<file path="config.mk">
export PLATFORM = sky130hd
export DESIGN_NAME = gpio_port8
export DESIGN_NICKNAME = d
export VERILOG_FILES = /design/src/rtl/gpio_port8.sv
export SDC_FILE = /design/constraint.sdc
export NUM_CORES = 1
export LEC_CHECK = 0
export BUFFER_PORTS_ARGS = -buffer_cell sky130_fd_sc_hd__buf_2
export CORE_MARGIN = 4
export CORE_UTILIZATION = 40
export CTS_CLUSTER_DIAMETER = 80
export CTS_CLUSTER_SIZE = 20
export DETAILED_ROUTE_END_ITERATION = 16
export GPL_TIMING_DRIVEN = 0
export PLACE_DENSITY = 0.68
export SLEW_MARGIN = 25
export SYNTH_ARGS = -nofsm -noshare
export SYNTH_HDL_FRONTEND = slang
export SYNTH_SLANG_ARGS = --single-unit
</file>
<file path="constraint.sdc">
create_clock -name clk -period 4.8 [get_ports clk]
set_clock_uncertainty 0.1 [all_clocks]
set_input_delay 1.2 -clock clk [delete_from_list [all_inputs] [get_ports clk]]
set_output_delay 1.2 -clock clk [all_outputs]
set_load 0.02 [all_outputs]
</file>
<file path="src/rtl/gpio_port8.sv">
module gpio_port8 #(
  parameter int W        = 8,
  parameter int AW       = 6,
  parameter int A_SENSE  = 'h19,
  parameter int A_DIR    = 'h1A,
  parameter int A_LATCH  = 'h1B
) (
  input  logic                 clk,
  input  logic                 rst_n,
  input  logic                 bus_we,
  input  logic [1:0]           bus_op,
  input  logic [AW-1:0]        bus_addr,
  input  logic [$clog2(W)-1:0] bus_bit,
  input  logic [W-1:0]         bus_wdata,
  output logic [W-1:0]         bus_rdata,
  input  logic                 xmem_en,
  input  logic                 alt_oe,
  input  logic [W-1:0]         alt_dout,
  output logic [W-1:0]         alt_din,
  input  logic [W-1:0]         pin_in,
  output logic [W-1:0]         pin_oe,
  output logic [W-1:0]         pin_out,
  output logic [W-1:0]         pin_pullup
);
  localparam int BW = $clog2(W);

  logic [W-1:0] latch_q, dir_q, sync1_q, sync2_q;
  logic [1:0]   warm_q;
  logic [W-1:0] mask;

  assign mask = W'(1) << bus_bit;

  function automatic logic [W-1:0] apply(input logic [W-1:0] cur, input logic [1:0] op,
                                         input logic [W-1:0] m, input logic [W-1:0] d);
    case (op)
      2'b00:   return d;
      2'b01:   return cur | m;
      2'b10:   return cur & ~m;
      default: return cur;
    endcase
  endfunction

  always_ff @(posedge clk or negedge rst_n) begin
    if (!rst_n) begin
      latch_q <= '0;
      dir_q   <= '0;
    end else if (bus_we) begin
      if (bus_addr == AW'(A_LATCH)) latch_q <= apply(latch_q, bus_op, mask, bus_wdata);
      if (bus_addr == AW'(A_DIR))   dir_q   <= apply(dir_q, bus_op, mask, bus_wdata);
    end
  end

  always_ff @(posedge clk or negedge rst_n) begin
    if (!rst_n) begin
      sync1_q <= '0;
      sync2_q <= '0;
      warm_q  <= '0;
    end else begin
      sync1_q <= pin_in;
      sync2_q <= sync1_q;
      if (warm_q != 2'd2) warm_q <= warm_q + 2'd1;
    end
  end

  always_comb begin
    if (bus_addr == AW'(A_LATCH))      bus_rdata = latch_q;
    else if (bus_addr == AW'(A_DIR))   bus_rdata = dir_q;
    else if (bus_addr == AW'(A_SENSE)) bus_rdata = sync2_q;
    else                               bus_rdata = '0;
  end

  assign alt_din    = pin_in;
  assign pin_out    = xmem_en ? alt_dout : latch_q;
  assign pin_oe     = !rst_n ? '0 : (xmem_en ? {W{alt_oe}} : dir_q);
  assign pin_pullup = !rst_n ? '0 : (xmem_en ? {W{1'b1}} : (~dir_q & latch_q));

  a_r7_set_one_bit: assert property (@(posedge clk) disable iff (!rst_n)
    bus_we && bus_op == 2'b01 && bus_addr == AW'(A_LATCH)
    |=> latch_q == ($past(latch_q) | (W'(1) << $past(bus_bit))));

  a_r7_clear_one_bit: assert property (@(posedge clk) disable iff (!rst_n)
    bus_we && bus_op == 2'b10 && bus_addr == AW'(A_DIR)
    |=> dir_q == ($past(dir_q) & ~(W'(1) << $past(bus_bit))));

  a_r8_byte_load: assert property (@(posedge clk) disable iff (!rst_n)
    bus_we && bus_op == 2'b00 && bus_addr == AW'(A_LATCH) |=> latch_q == $past(bus_wdata));

  a_r8_reserved_op: assert property (@(posedge clk) disable iff (!rst_n)
    bus_we && bus_op == 2'b11 |=> $stable(latch_q) && $stable(dir_q));

  a_r2_sense_readonly: assert property (@(posedge clk) disable iff (!rst_n)
    bus_we && bus_addr == AW'(A_SENSE) |=> $stable(latch_q) && $stable(dir_q));

  a_r6_two_flop_lag: assert property (@(posedge clk) disable iff (!rst_n)
    warm_q == 2'd2 |-> sync2_q == $past(pin_in, 2));

  a_r9_regs_kept_in_alt: assert property (@(posedge clk) disable iff (!rst_n)
    xmem_en && !bus_we |=> $stable(dir_q) && $stable(latch_q));

  localparam int UNUSED_BW = BW;
endmodule

</file>
After elaboration in Yosys (flattened, before gate mapping)
Cells that the tools add are included.
{"block": "word_totals", "regBits": 32, "input_bits": 40, "output_inout_bits": 40, "wordCells": 31}
{"block": "classes", "eq_ne": 5, "n_shift": 1, "n_mux": 10, "bitwise": 7, "reduce_logical": 4}
{"op": "8-bit two-way mux", "count": 8}
{"op": "8-bit case mux with 3 select lines", "count": 2}
{"op": "8-bit AND", "count": 3}
{"op": "6-bit by 5-bit == test with 1-bit output, second input constant", "count": 3}
{"op": "8-bit inverter", "count": 2}
{"op": "8-bit bitwise OR", "count": 2}
{"op": "1-bit by 3-bit left shift with 8-bit output, first input constant", "count": 1}
{"op": "3-bit AND reduction", "count": 2}
{"op": "3-bit nonzero test", "count": 1}
{"op": "2-bit by 1-bit == test with 1-bit output, second input constant", "count": 1}
{"op": "2-bit == test, second input constant", "count": 1}
{"op": "2-bit zero test", "count": 1}

Longest topological paths before layout
{"block": "logic_depth", "depth_word": 4, "mapped_depth": 7, "mapped_depth_nobuf": 5}

Worst setup path before layout
OpenSTA, ideal clock, no wires.
{"block": "synth_path", "path_kind": "input -> output", "startpoint": "input port xmem_en", "endpoint": "output port pin_oe[0]", "t_arrival_ns": 2.173, "required_time_ns": 3.500, "slack_ns": 1.327, "path_stages": 3, "path_buffers": 1, "cell_sequence": "clkbuf_1 -> nand2_1 -> a21boi_0"}
{"block": "synth_between", "elab_chain_cells": 2}
{"item": "start, declared", "line_no": "16", "source": "input logic xmem_en,"}
{"item": "8-bit two-way mux (2 in a row)", "line_no": "74", "source": "assign pin_oe = !rst_n ? '0 : (xmem_en ? {W{alt_oe}} : dir_q);"}
{"item": "end, declared", "line_no": "21", "source": "output logic [W-1:0] pin_oe,"}
No other way between the ends.

Worst setup path after layout
{"block": "layout_path", "startpoint": "input port rst_n", "endpoint": "output port pin_oe[5]"}
{"block": "layout_between", "elab_chain_cells": 1}
{"item": "start, declared", "line_no": "9", "source": "input logic rst_n,"}
{"item": "8-bit two-way mux", "line_no": "74"}
No other way between the ends.

==> flow_summary.toml <==
[run_status]
status = "finished clean"

[final_layout]
final_common_cell = "buf_2"
n_antenna_cell = 0
multi_input_area_um2 = 1028
layout_common_cells = "buf_2 (83), dfrtp_1 (32), mux2_2 (16), a2bb2oi_1 (16), a211oi_1 (14)"
area_growth_pct = 30.99
seq_area_um2 = 800.8
drive_above_1_share_pct = 42.55
nets = 317
fillers = 444

[routing]
wirelength_mm = 5.313
vias = 1763
viasPerCell = 5.155
drt-pass1-iter-count = 4
antenna_left = 0
drt_iter0_drc = 86
drc = 0
wl_per_cell_um = 15.54

[logic_synthesis]
synth_edf_count = 0
synth-main-ff-cell = "dfrtp_1"
postSynthCellCount = 188
synth_top_family_by_area = "compound AO/OA/AOI/OAI gates"
synth_mux_area_share_pct = 9.219
synth_compound_area_share_pct = 26.18
yosysTopAreaCell = "dfrtp_1"
avgSynthCellArea_um2 = 10.40
synthAdderAreaFrac_pct = 1.921
synth.top_cell.area_share_pct = 40.97
syn_area_um2 = 1954
synth-simple-area-share_pct = 15.30
synth_nets = 231
yosysSeqAreaShare_pct = 40.97
yosysWarnings = 0
synthXorXnorAreaFrac_pct = 0
synth_area_leaders = "dfrtp_1 (41%), mux2_2 (9.2%), a2bb2oi_1 (7.2%)"
synth-seq-cells = 32
yosysUniqueCellTypes = 27
synth-async-reset-ratio_pct = 100.0

[worst_setup_path]
cp-end-kind = "output pin"
r2r-end = "dir_q[2]$_DFFE_PN0P_"
rrSetupSlack_ps = 3950
cp-startpoint = "rst_n"
r2r_cells = 1
worstPathArrival_ps = 2660
crit_path_end = "pin_oe[5]"
worst_setup_path_start_kind = "input port"
crit_chain = "buf_2 > clkbuf_1 > a21boi_0 > buf_2"
critPathRequiredTime_ps = 3500
critPathKind = "input port to output pin"
regToRegStartpoint = "dir_q[2]$_DFFE_PN0P_"
crit_path_max_fanout = 39
crit_path_max_incr_delay_ps = 590
crit_path_frequent_cell = "buf_2"
cp_slowest_cell = "buf_2"

[pwr]
combPwrFrac_pct = 21.4
p_per_area_nw_per_um2 = 292.6
switchingPower_mw = 0.2024
p_leak_nw = 1.203
internal_power_mw = 0.5466
irDropWorstVdd_v = 0.0001864
seqPwrFrac_pct = 41.2
total_power_mw = 0.7489
p_clk_share_pct = 37.3
swShare_pct = 27.02

[placement]
port_buffers = 79
hpwlAfterDp_mm = 4.034
gp_congestion = 0.8189

[clocking]
clk_path_buf_depth = 2
numCtsBuffers = 5
h-tree-depth = 2
post_cts_buffers = 0
cts_tree = "yes"
path_clk_slew_ps = 60
cts_sinks = 32
ctsHoldBuffers = 0
cts-root-buf = "clkbuf_8"
post_cts_resized = 0
clk-insertion-delay-late_ps = 280

[global_routing]
grt_pass1_wl_mm = 8.666
grt_util_all_layers_pct = 18.33
grt_pass1_vias = 1777
grt.overflow.total = 0
grt_start_max_net_pins = 40
antenna_found_initial = 0

[worst_hold_path]
hold_path_class = "flip-flop to flip-flop"

[floorplan]
core_um2 = 4723
die-width_um = 77.90
die_y_um = 77.90
die-area_um2 = 6068
start_util_pct = 41.38
io_pins = 80
rows = 25

[timing]
slew_headroom_pct = 48.21
report.final.slew_viol_count = 0
hold_slack_ps = 246.8
worstMarginPinSlew_ps = 776.9
tns_ps = 0
period_needed_ps = 3965
fmax_mhz = 252.2
setup_violations = 0
rsz0062_at_grt = "false"
fin_crit_sh_pct = 82.60
finalHoldViolations = 0

[run]
drv_cap = 0
## stage by stage
stage	setup WS (ps)	std cells	util (%)	instance area (um^2)
final	835.1	342	54.20	2560
after CTS	799.7	342	54.20	2560
after global placement	819.9	334	51.52	2434
after global routing	583.0	342	54.20	2560
after floorplan	1327	188	-	1954
after detailed placement	791.6	334	51.52	2434
## kinds of logic after synthesis
| group | Yosys count |
|---|---|
| AO/OA/AOI/OAI | 63 |
| adder cells (fa/ha/maj) | 3 |
| buffers and inverters | 24 |
| flip-flops | 32 |
| multiplexers | 16 |
| AND/OR/NAND/NOR | 50 |
## worst max-delay path, delay by kind of cell
family | cells | cell delay, ps
AO/OA/AOI/OAI | 1 | 240
buffers and inverters | 3 | 1210
## area by class of cell
type / count / share of cell area (%)
plain buffers: 22 / 4.594
clock buffers: 7 / 3.763
clock inverters: 1 / 1.173
inverters: 2 / 0.2933
multi-input cells: 132 / 40.18
flip-flops and latches: 32 / 31.28
well taps: 67 / 3.275
repair buffers: 79 / 15.44
## power groups by stage
| stage | Combinational, mW | Clock, mW | Sequential (mW) |
|---|---|---|---|
| detailed placement | 0.161 | 0 | 0.314 |
| CTS | 0.162 | 0.283 | 0.309 |
| global route | 0.177 | 0.294 | 0.312 |
| floorplan | 0.111 | 0 | 0.305 |
| global placement | 0.158 | 0 | 0.313 |
| finish | 0.160 | 0.280 | 0.309 |
## worst min path at each step
stage	from	end	depth (start not counted)
after floorplan	sync1_q[0]$_DFF_PN0_	sync2_q[0]$_DFF_PN0_	0
after global placement	sync1_q[0]$_DFF_PN0_	sync2_q[0]$_DFF_PN0_	0
after detailed placement	sync1_q[5]$_DFF_PN0_	sync2_q[5]$_DFF_PN0_	0
after CTS	sync1_q[5]$_DFF_PN0_	sync2_q[5]$_DFF_PN0_	0
after global routing	sync1_q[7]$_DFF_PN0_	sync2_q[7]$_DFF_PN0_	0
final	sync1_q[5]$_DFF_PN0_	sync2_q[5]$_DFF_PN0_	0
## synthesized netlist by cell type (all sizes together) (2+ instances only)
library cell,instances
inv,2
nor2,10
or3b,3
a2bb2oi,16
mux2,16
dfrtp,32
o21a,8
a221oi,8
nand2b,8
a22oi,8
nand2,8
nand4bb,2
buf,13
clkbuf,9
nor3b,2
a21boi,8
nor2b,11
nand3b,3
a211oi,14
ha,3
## sequential cells by signal (all words and copies together) (netlist names)
| register | count |
|---|---|
| sync1_q | 8 |
| sync2_q | 8 |
| dir_q | 8 |
| latch_q | 8 |
## layer usage
layer | GRT usage, % | up-vias | wire length, um
met1 | 23.10 | 829 | 2275
met4 | 4.021 | 0 | 40
met5 | 0 | - | 0
met3 | 4.408 | 6 | 311
met2 | 31.76 | 56 | 2686
li1 | - | 872 | -
Note: power is estimated with default switching activity, not from simulation.
